File: src/rtl/hs_irq_filter_pkg.sv
package hs_irq_filter_pkg;

   typedef enum logic [1:0] {
      CAT_CTRL = 2'b00,
      CAT_IN   = 2'b01,
      CAT_OUT  = 2'b10,
      CAT_RSVD = 2'b11
   } xfer_cat_e;

   typedef enum logic [1:0] {
      HS_ACK  = 2'b00,
      HS_NAK  = 2'b01,
      HS_NYET = 2'b10,
      HS_RSVD = 2'b11
   } hs_code_e;

   typedef struct packed {
      logic [1:0] ctrl;
      logic [1:0] din;
      logic [1:0] dout;
   } filt_modes_t;

   localparam logic [1:0] POLICY_ALL      = 2'b00;
   localparam logic [1:0] POLICY_ACK_ONLY = 2'b01;

   localparam filt_modes_t MODES_RESET = '{ctrl: 2'b00, din: 2'b00, dout: 2'b10};

   function automatic logic [15:0] pack_modes(input filt_modes_t m);
      return {8'h00, m.ctrl, m.din, m.dout, 2'b00};
   endfunction

endpackage

File: src/rtl/hs_irq_cfg_regs.sv
module hs_irq_cfg_regs
   import hs_irq_filter_pkg::*;
#(
   parameter int REG_W = 16
) (
   input  logic             clk,
   input  logic             rst_n,
   input  logic             bus_rst,
   input  logic             wr_en,
   input  logic             wr_sel,
   input  logic [REG_W-1:0] wr_data,
   output filt_modes_t      modes,
   output logic             sig_pulse,
   output logic             sig_pol,
   output logic [REG_W-1:0] mode_rd,
   output logic [REG_W-1:0] sig_rd
);

   localparam int SIG_PAD = REG_W - 2;

   generate
      if (REG_W != 16) begin : g_bad_width
         $error("hs_irq_cfg_regs: REG_W must be 16");
      end
   endgenerate

   filt_modes_t modes_q;
   logic        pulse_q;
   logic        pol_q;

   logic unused_wr_bits;
   assign unused_wr_bits = ^{wr_data[REG_W-1:8], wr_data[1:0]};

   // policy register: restored by power-on and by USB bus reset
   always_ff @(posedge clk or negedge rst_n) begin
      if (!rst_n) begin
         modes_q <= MODES_RESET;
      end else if (bus_rst) begin
         modes_q <= MODES_RESET;
      end else if (wr_en && !wr_sel) begin
         modes_q.ctrl <= wr_data[7:6];
         modes_q.din  <= wr_data[5:4];
         modes_q.dout <= wr_data[3:2];
      end
   end

   // signaling register: bus reset leaves it alone
   always_ff @(posedge clk or negedge rst_n) begin
      if (!rst_n) begin
         pulse_q <= 1'b0;
         pol_q   <= 1'b0;
      end else if (wr_en && wr_sel) begin
         pol_q   <= wr_data[0];
         pulse_q <= wr_data[1];
      end
   end

   assign modes     = modes_q;
   assign sig_pulse = pulse_q;
   assign sig_pol   = pol_q;
   assign mode_rd   = pack_modes(modes_q);
   assign sig_rd    = {{SIG_PAD{1'b0}}, pulse_q, pol_q};

   AST_BUS_RST_MODES: assert property (@(posedge clk) disable iff (!rst_n)
      bus_rst |=> (mode_rd == 16'h0008)) else $error("policy not restored");

   AST_SIG_KEPT_ON_BUS_RST: assert property (@(posedge clk) disable iff (!rst_n)
      (bus_rst && !wr_en) |=> $stable(sig_rd)) else $error("signaling changed");

   AST_MODE_WRITE: assert property (@(posedge clk) disable iff (!rst_n)
      (wr_en && !wr_sel && !bus_rst) |=> (mode_rd[7:2] == $past(wr_data[7:2]))) else $error("policy write lost");

endmodule

File: src/rtl/hs_irq_nak_tracker.sv
module hs_irq_nak_tracker #(
   parameter int N_EP = 16,
   parameter int EP_W = 4
) (
   input  logic            clk,
   input  logic            rst_n,
   input  logic            bus_rst,
   input  logic [EP_W-1:0] ep,
   input  logic            arm_set,
   input  logic            arm_clr,
   output logic            armed_sel
);

   generate
      if (N_EP < 1 || (1 << EP_W) != N_EP) begin : g_bad_ep
         $error("hs_irq_nak_tracker: N_EP must equal 2**EP_W");
      end
   endgenerate

   logic [N_EP-1:0] armed_q;

   genvar gi;
   generate
      for (gi = 0; gi < N_EP; gi++) begin : g_ep
         logic hit_ep;
         assign hit_ep = (ep == EP_W'(gi));
         always_ff @(posedge clk or negedge rst_n) begin
            if (!rst_n) begin
               armed_q[gi] <= 1'b1;
            end else if (bus_rst) begin
               armed_q[gi] <= 1'b1;
            end else if (hit_ep && arm_clr) begin
               armed_q[gi] <= 1'b0;
            end else if (hit_ep && arm_set) begin
               armed_q[gi] <= 1'b1;
            end
         end
      end
   endgenerate

   assign armed_sel = armed_q[ep];

   AST_NAK_DISARMS: assert property (@(posedge clk) disable iff (!rst_n)
      (arm_clr && !bus_rst) |=> !armed_q[$past(ep)]) else $error("NAK left endpoint armed");

   AST_BUS_RST_ARMS: assert property (@(posedge clk) disable iff (!rst_n)
      bus_rst |=> (&armed_q)) else $error("bus reset did not re-arm");

   AST_ONE_UPDATE: assert property (@(posedge clk) disable iff (!rst_n)
      !(arm_set && arm_clr)) else $error("arm set and clear together");

endmodule

File: src/rtl/hs_irq_policy.sv
module hs_irq_policy
   import hs_irq_filter_pkg::*;
(
   input  logic        clk,
   input  logic        rst_n,
   input  filt_modes_t modes,
   input  logic        bus_rst,
   input  logic        ev_valid,
   input  logic [1:0]  ev_cat,
   input  logic [1:0]  ev_hs,
   input  logic        armed,
   output logic        hit,
   output logic        arm_set,
   output logic        arm_clr
);

   logic       ev_ok;
   logic       is_good;
   logic       is_nak;
   logic [1:0] policy;
   logic       nak_pass;

   always_comb begin
      unique case (ev_cat)
         CAT_CTRL: policy = modes.ctrl;
         CAT_IN:   policy = modes.din;
         CAT_OUT:  policy = modes.dout;
         default:  policy = POLICY_ACK_ONLY;
      endcase
   end

   assign ev_ok   = ev_valid && !bus_rst && (ev_cat != CAT_RSVD) && (ev_hs != HS_RSVD);
   assign is_good = (ev_hs == HS_ACK) || ((ev_hs == HS_NYET) && (ev_cat == CAT_OUT));
   assign is_nak  = (ev_hs == HS_NAK);

   always_comb begin
      if (policy == POLICY_ALL)           nak_pass = 1'b1;
      else if (policy == POLICY_ACK_ONLY) nak_pass = 1'b0;
      else                                nak_pass = armed;
   end

   assign hit     = ev_ok && (is_good || (is_nak && nak_pass));
   assign arm_set = ev_ok && is_good;
   assign arm_clr = ev_ok && is_nak;

   AST_ACK_ONLY_BLOCKS_NAK: assert property (@(posedge clk) disable iff (!rst_n)
      (ev_hs == HS_NAK && ev_cat == CAT_IN && modes.din == 2'b01) |-> !hit) else $error("NAK passed ACK-only policy");

   AST_NYET_NON_OUT: assert property (@(posedge clk) disable iff (!rst_n)
      (ev_hs == HS_NYET && ev_cat != CAT_OUT) |-> !(hit || arm_set || arm_clr)) else $error("NYET outside OUT acted");

   AST_ACK_ALWAYS: assert property (@(posedge clk) disable iff (!rst_n)
      (ev_valid && !bus_rst && ev_hs == HS_ACK && ev_cat != CAT_RSVD) |-> hit) else $error("ACK dropped");

endmodule

File: src/rtl/hs_irq_signal.sv
module hs_irq_signal #(
   parameter int PULSE_CYC = 4
) (
   input  logic clk,
   input  logic rst_n,
   input  logic hit,
   input  logic ack,
   input  logic pulse_sel,
   input  logic pol,
   output logic pin
);

   localparam int CNT_W = (PULSE_CYC < 2) ? 1 : $clog2(PULSE_CYC + 1);

   generate
      if (PULSE_CYC < 1) begin : g_bad_pulse
         $error("hs_irq_signal: PULSE_CYC must be at least 1");
      end
   endgenerate

   logic pending_q;
   logic pulse_act;

   // sticky flag: a new event wins over an acknowledge in the same cycle
   always_ff @(posedge clk or negedge rst_n) begin
      if (!rst_n)   pending_q <= 1'b0;
      else if (hit) pending_q <= 1'b1;
      else if (ack) pending_q <= 1'b0;
   end

   generate
      if (PULSE_CYC == 1) begin : g_pulse_reg
         logic pulse_q;
         always_ff @(posedge clk or negedge rst_n) begin
            if (!rst_n) pulse_q <= 1'b0;
            else        pulse_q <= hit;
         end
         assign pulse_act = pulse_q;
      end else begin : g_pulse_cnt
         logic [CNT_W-1:0] cnt_q;
         always_ff @(posedge clk or negedge rst_n) begin
            if (!rst_n)               cnt_q <= '0;
            else if (hit)             cnt_q <= CNT_W'(PULSE_CYC);
            else if (cnt_q != '0)     cnt_q <= cnt_q - 1'b1;
         end
         assign pulse_act = (cnt_q != '0);

         AST_PULSE_RELOAD: assert property (@(posedge clk) disable iff (!rst_n)
            hit |=> (cnt_q == CNT_W'(PULSE_CYC))) else $error("pulse not restarted");
      end
   endgenerate

   logic active;
   assign active = pulse_sel ? pulse_act : pending_q;
   assign pin    = pol ? active : !active;

   AST_PENDING_SET: assert property (@(posedge clk) disable iff (!rst_n)
      hit |=> pending_q) else $error("event lost against acknowledge");

   AST_PENDING_CLEAR: assert property (@(posedge clk) disable iff (!rst_n)
      (ack && !hit) |=> !pending_q) else $error("acknowledge ignored");

   AST_PULSE_ON: assert property (@(posedge clk) disable iff (!rst_n)
      hit |=> pulse_act) else $error("no pulse after event");

endmodule

File: src/rtl/hs_irq_filter.sv
module hs_irq_filter
   import hs_irq_filter_pkg::*;
#(
   parameter int N_EP     = 16,
   parameter int CLK_MHZ  = 60,
   parameter int PULSE_NS = 60
) (
   input  logic                      clk,
   input  logic                      rst_n,
   input  logic                      bus_rst,
   input  logic                      cfg_we,
   input  logic                      cfg_sel,
   input  logic [15:0]               cfg_wdata,
   output logic [15:0]               mode_rd,
   output logic [15:0]               sig_rd,
   input  logic                      ev_valid,
   input  logic [1:0]                ev_cat,
   input  logic [1:0]                ev_hs,
   input  logic [$clog2(N_EP)-1:0]   ev_ep,
   input  logic                      irq_ack,
   output logic                      irq_pin
);

   localparam int EP_W      = $clog2(N_EP);
   localparam int PULSE_RAW = (CLK_MHZ * PULSE_NS + 999) / 1000;
   localparam int PULSE_CYC = (PULSE_RAW < 1) ? 1 : PULSE_RAW;

   generate
      if (N_EP < 2) begin : g_bad_nep
         $error("hs_irq_filter: N_EP must be at least 2");
      end
      if (CLK_MHZ < 1 || PULSE_NS < 1) begin : g_bad_timing
         $error("hs_irq_filter: CLK_MHZ and PULSE_NS must be positive");
      end
   endgenerate

   filt_modes_t modes;
   logic        sig_pulse;
   logic        sig_pol;
   logic        armed;
   logic        hit;
   logic        arm_set;
   logic        arm_clr;

   hs_irq_cfg_regs #(.REG_W(16)) u_regs (
      .clk       (clk),
      .rst_n     (rst_n),
      .bus_rst   (bus_rst),
      .wr_en     (cfg_we),
      .wr_sel    (cfg_sel),
      .wr_data   (cfg_wdata),
      .modes     (modes),
      .sig_pulse (sig_pulse),
      .sig_pol   (sig_pol),
      .mode_rd   (mode_rd),
      .sig_rd    (sig_rd)
   );

   hs_irq_nak_tracker #(.N_EP(N_EP), .EP_W(EP_W)) u_track (
      .clk       (clk),
      .rst_n     (rst_n),
      .bus_rst   (bus_rst),
      .ep        (ev_ep),
      .arm_set   (arm_set),
      .arm_clr   (arm_clr),
      .armed_sel (armed)
   );

   hs_irq_policy u_policy (
      .clk      (clk),
      .rst_n    (rst_n),
      .modes    (modes),
      .bus_rst  (bus_rst),
      .ev_valid (ev_valid),
      .ev_cat   (ev_cat),
      .ev_hs    (ev_hs),
      .armed    (armed),
      .hit      (hit),
      .arm_set  (arm_set),
      .arm_clr  (arm_clr)
   );

   hs_irq_signal #(.PULSE_CYC(PULSE_CYC)) u_sig (
      .clk       (clk),
      .rst_n     (rst_n),
      .hit       (hit),
      .ack       (irq_ack),
      .pulse_sel (sig_pulse),
      .pol       (sig_pol),
      .pin       (irq_pin)
   );

   AST_RSVD_BITS: assert property (@(posedge clk) disable iff (!rst_n)
      (mode_rd[15:8] == 8'h00) && (mode_rd[1:0] == 2'b00) && (sig_rd[15:2] == 14'h0)) else $error("reserved bits set");

   AST_FIRST_NAK_ONCE: assert property (@(posedge clk) disable iff (!rst_n)
      (hit && arm_clr && !bus_rst && ev_valid && ev_hs == 2'b01 && ev_cat == 2'b00 && modes.ctrl[1]
       ##1 (ev_valid && !bus_rst && ev_hs == 2'b01 && ev_cat == 2'b00 && ev_ep == $past(ev_ep) && modes.ctrl[1]))
      |-> !hit) else $error("second NAK passed");

endmodule

File: config.mk
export PLATFORM = sky130hd
export DESIGN_NAME = hs_irq_filter
export DESIGN_NICKNAME = d
export VERILOG_FILES = /design/src/rtl/hs_irq_filter_pkg.sv /design/src/rtl/hs_irq_cfg_regs.sv /design/src/rtl/hs_irq_nak_tracker.sv /design/src/rtl/hs_irq_policy.sv /design/src/rtl/hs_irq_signal.sv /design/src/rtl/hs_irq_filter.sv
export SDC_FILE = /design/constraint.sdc
export NUM_CORES = 1
export LEC_CHECK = 0
export BUFFER_PORTS_ARGS = -buffer_cell sky130_fd_sc_hd__clkbuf_2
export CAP_MARGIN = 10
export CORE_UTILIZATION = 45
export CTS_CLUSTER_SIZE = 8
export DETAILED_ROUTE_END_ITERATION = 8
export PLACE_DENSITY_LB_ADDON = 0.12
export SLEW_MARGIN = 20
export SYNTH_ARGS = -nofsm -noshare
export SYNTH_HDL_FRONTEND = slang
export SYNTH_SLANG_ARGS = --single-unit
File: constraint.sdc
create_clock -name clk -period 1.5 [get_ports clk]
set_input_delay 0.225 -clock clk [delete_from_list [all_inputs] [get_ports clk]]
set_output_delay 0.225 -clock clk [all_outputs]
set_load 0.02 [all_outputs]
==> run_results.csv <==
group,metric,value,unit
synth,synth_cells,196,
run,cap_viol_max_count,0,
finish,finish.utilization,0.587,
finish,nNetsFinal,281,
worst_setup_path,startpoint_type,"flip-flop",
power_and_ir_drop,leakage,1.10,nW
finish,commonest_non_fill_non_tap_cell_in_the_layout,"clkbuf_2",
sta,period_share,1.15,
detailed_routing,detailroute.via_count,1566,
detailed_routing,avgViaCountPerCell,5.27,
floorplan,floorplan.die_area,4470,um^2
sta,timing.final.crit_period,1.72,ns
sta,clock.fmax,0.582,GHz
finish,layout-area-overhead-vs-synth,24.9,%
worst_setup_path,regToRegSetupSlack,-0.17,ns
detailed_routing,drc,0,
worst_setup_path,critical-path-slowest-cell,"dfrtp_1",
synth,netlist_area,1890,um^2
cts,tritoncts,"done",
place,dp.final_hpwl,3.08,mm
detailed_routing,detail_route.wl_per_cell,14.6,um
floorplan,rows,23,
floorplan,io-pin-count,64,
cts,htree_levels,1,
cts,clock_sinks,28,
detailed_routing,drt_iter0_drc,51,
cts,worst_skew_pair.late_latency,0.28,ns
global_route,first_global_vias,1522,
place,placement.io_buffers,31,
worst_setup_path,regToRegStartpoint,"u_sig.g_pulse_cnt.cnt_q[0]",
global_route,grt_first_pass_wirelength,6.91,mm
finish,layout.area.seq,722,um^2
sta,report.final.setup_viol,4,
worst_setup_path,critPathMaxFanout,2,
sta,finalHoldViolations,11,
finish,multi_input_area,1120,um^2
power_and_ir_drop,power.density,1060,nW/um^2
power_and_ir_drop,vdd.ir_drop.worst,0.391,mV
synth,synth_warnings,0,
worst_setup_path,critical_path.reg2reg.endpoint,"u_sig.g_pulse_cnt.cnt_q[2]",
finish,instances_no_fill,297,
cts,clock_path_buffers,2,
global_route,grt_max_degree,29,
sta,worst_hold_slack,-0.0233,ns
cts,cts-root-buf,"clkbuf_8",
synth,average_footprint_of_a_synthesized_cell,9.66,um^2
status,run_status,"finished with violations",
place,place_congestion,0.827,
global_route,grt_antenna_before_repair,0,
floorplan,floorplan.initialDensity,0.470,
sta,final.setup.worst_slack,-0.219,ns
worst_hold_path,min_path_type,"in2async",
worst_setup_path,worst_r2r_path_depth,8,
sta,grt_setup_unrepaired,"true",
place,placed_cells_incl_taps,285,
worst_setup_path,path_cells,"inv_2, ha_4, nor2b_4, buf_6, a21oi_4, xnor2_2, buf_4",
status,violations,"negative hold slack, negative setup slack",
finish,share_of_layout_cells_above_drive_strength_1,0.425,
finish,insertedDiodeCount,0,
synth,yosysUniqueCellTypes,40,
detailed_routing,drt-pass1-iter-count,4,
worst_setup_path,crit_arrival,1.49,ns
global_route,grt_use_total,0.206,
finish,mostFrequentLayoutCells,"clkbuf_2 (30), buf_4 (25), conb_1 (24), nor2_1 (21), dfstp_2 (17)",
floorplan,die_y,66.9,um
worst_setup_path,critical_setup_path_class,"reg2out",
worst_setup_path,crit_path_max_incr_delay,0.37,ns
detailed_routing,finalWirelength,4.33,mm
sta,worst_clock_skew,0.00573,ns
cts,tritoncts.num_buffers,3,
finish,fill_cells,362,
floorplan,die_x,66.9,um
floorplan,fp.coreArea,4030,um^2
sta,slew_violations,0,
cts,clk_pin_slew_worst_paths,0.10,ns
sta,worst_pin_slew,0.691,ns
sta,timing.slew.headroom,0.539,
global_route,grt.overflow.total,0,
detailed_routing,antenna_left,0,
cts,postCtsHoldBufs,0,
synth,synth_seq_area_share,0.381,
synth,synth_seq_cells,28,
worst_setup_path,critical_path_capture_point_type,"output port",
worst_setup_path,cp_data_required_time,1.27,ns
==> worst max-delay path by stage <==
stage	end	startpoint	slack, ns
2_1_floorplan	u_sig.g_pulse_cnt.cnt_q[1]	u_sig.g_pulse_cnt.cnt_q[0]	-0.03
3_3_place_gp	u_sig.pending_q	ev_ep[3]	-0.09
6_report	irq_pin	u_sig.g_pulse_cnt.cnt_q[0]	-0.22
5_1_grt	irq_pin	u_sig.g_pulse_cnt.cnt_q[0]	-0.30
4_1_cts	irq_pin	u_sig.g_pulse_cnt.cnt_q[0]	-0.23
3_5_place_dp	u_sig.g_pulse_cnt.cnt_q[2]	ev_ep[3]	-0.11
==> worst max-delay path: cells and delay by family, from the launching register on <==
family,cells,cell delay (ns)
xor gates and xnor gates,1,0.12
AOI/OAI and AO/OA,1,0.12
adders and majority gates,1,0.15
buffers and inverters,3,0.32
and+or+nand+nor,1,0.13
DFF,1,0.37
==> sequential cells by signal, summed over array words and instances (netlist names) <==
signal	flops
u_sig.pending_q	1
u_regs.sig_pulse	1
u_regs.sig_pol	1
u_regs.mode_rd	6
u_sig.g_pulse_cnt.cnt_q	3
u_track.armed_q	16
==> synth_stat cells <==
master	count	area, um^2
buf_4	27	203
nor2_1	21	78.8
dfstp_2	17	447
o21bai_1	17	128
a31oi_1	16	100
dfrtp_1	11	275
nor2b_1	10	62.6
mux2i_1	8	80.1
mux2_2	6	67.6
nand3b_1	6	45.0
clkbuf_1	5	18.8
nand4_1	5	31.3
nor3_1	5	25.0
inv_1	4	15.0
nand2b_1	3	18.8
a21oi_1	2	10.0
and2_1	2	12.5
buf_6	2	22.5
ha_1	2	25.0
mux2_1	2	22.5
nand2_1	2	7.51
nand3_1	2	10.0
o32a_1	2	20.0
o32ai_1	2	17.5
xnor2_1	2	17.5
a211o_1	1	8.76
a22oi_1	1	7.51
a311oi_2	1	15.0
and4b_1	1	10.0
buf_2	1	5.00
conb_1	1	3.75
mux4_2	1	22.5
nand2_2	1	6.26
nor2_2	1	6.26
nor3b_1	1	7.51
o21ai_0	1	5.00
o31ai_1	1	7.51
or3b_2	1	8.76
or4_1	1	7.51
or4bb_1	1	11.3
==> routing by layer <==
layer,GRT usage,routed length (um),part of all wire,vias up
met5,0,0,0,-
met4,0.0612,41,0.0095,0
met3,0.0257,170,0.039,4
met2,0.362,2280,0.53,51
met1,0.260,1830,0.42,752
li1,-,-,-,759
==> where the power goes <==
part	total, mW	internal (mW)	leakage, nW	switching, mW
clock network	0.473	0.235	0.0288	0.237
logic	1.15	0.632	0.757	0.516
registers	0.877	0.824	0.319	0.0529
total	2.50	1.69	1.10	0.806
==> per-stage QoR <==
| step | setup TNS [ns] | instance area (um^2) | setup slack (ns) | power, mW |
|---|---|---|---|---|
| finish | -0.528 | 2360 | -0.219 | 2.50 |
| global route | -0.910 | 2360 | -0.297 | 2.66 |
| CTS | -0.545 | 2260 | -0.234 | 2.31 |
| detailed placement | -0.386 | 2120 | -0.108 | 1.61 |
| global placement | -0.311 | 2120 | -0.0903 | 1.58 |
| floorplan | -0.0342 | 1990 | -0.0342 | 1.43 |
==> cell type report <==
cell class              instances  area share
flip-flops and latches         28       0.305
multi-input cells             152       0.473
well taps                      50      0.0265
repair buffers                 59       0.166
clock buffers                   4      0.0233
inverters                       4     0.00635
==> cells by family after synthesis <==
logic type                 after synthesis  share of synthesized area
xor gates and xnor gates                 2                    0.00925
DFF                                     28                      0.381
muxes                                   17                      0.102
adders and majority gates                2                     0.0132
and+or+nand+nor                         63                      0.184
buffers and inverters                   39                      0.139
other                                    1                    0.00198
AOI/OAI and AO/OA                       44                      0.169
==> what timing repair did <==
| item | in CTS | in global routing |
|---|---|---|
| pin swaps | 6 | 4 |
| setup buffers | 4 | 4 |
| resized for setup | 13 | 12 |
| endpoints found under the setup margin | 5 | 5 |
Note: power is estimated with default switching activity, not from simulation.
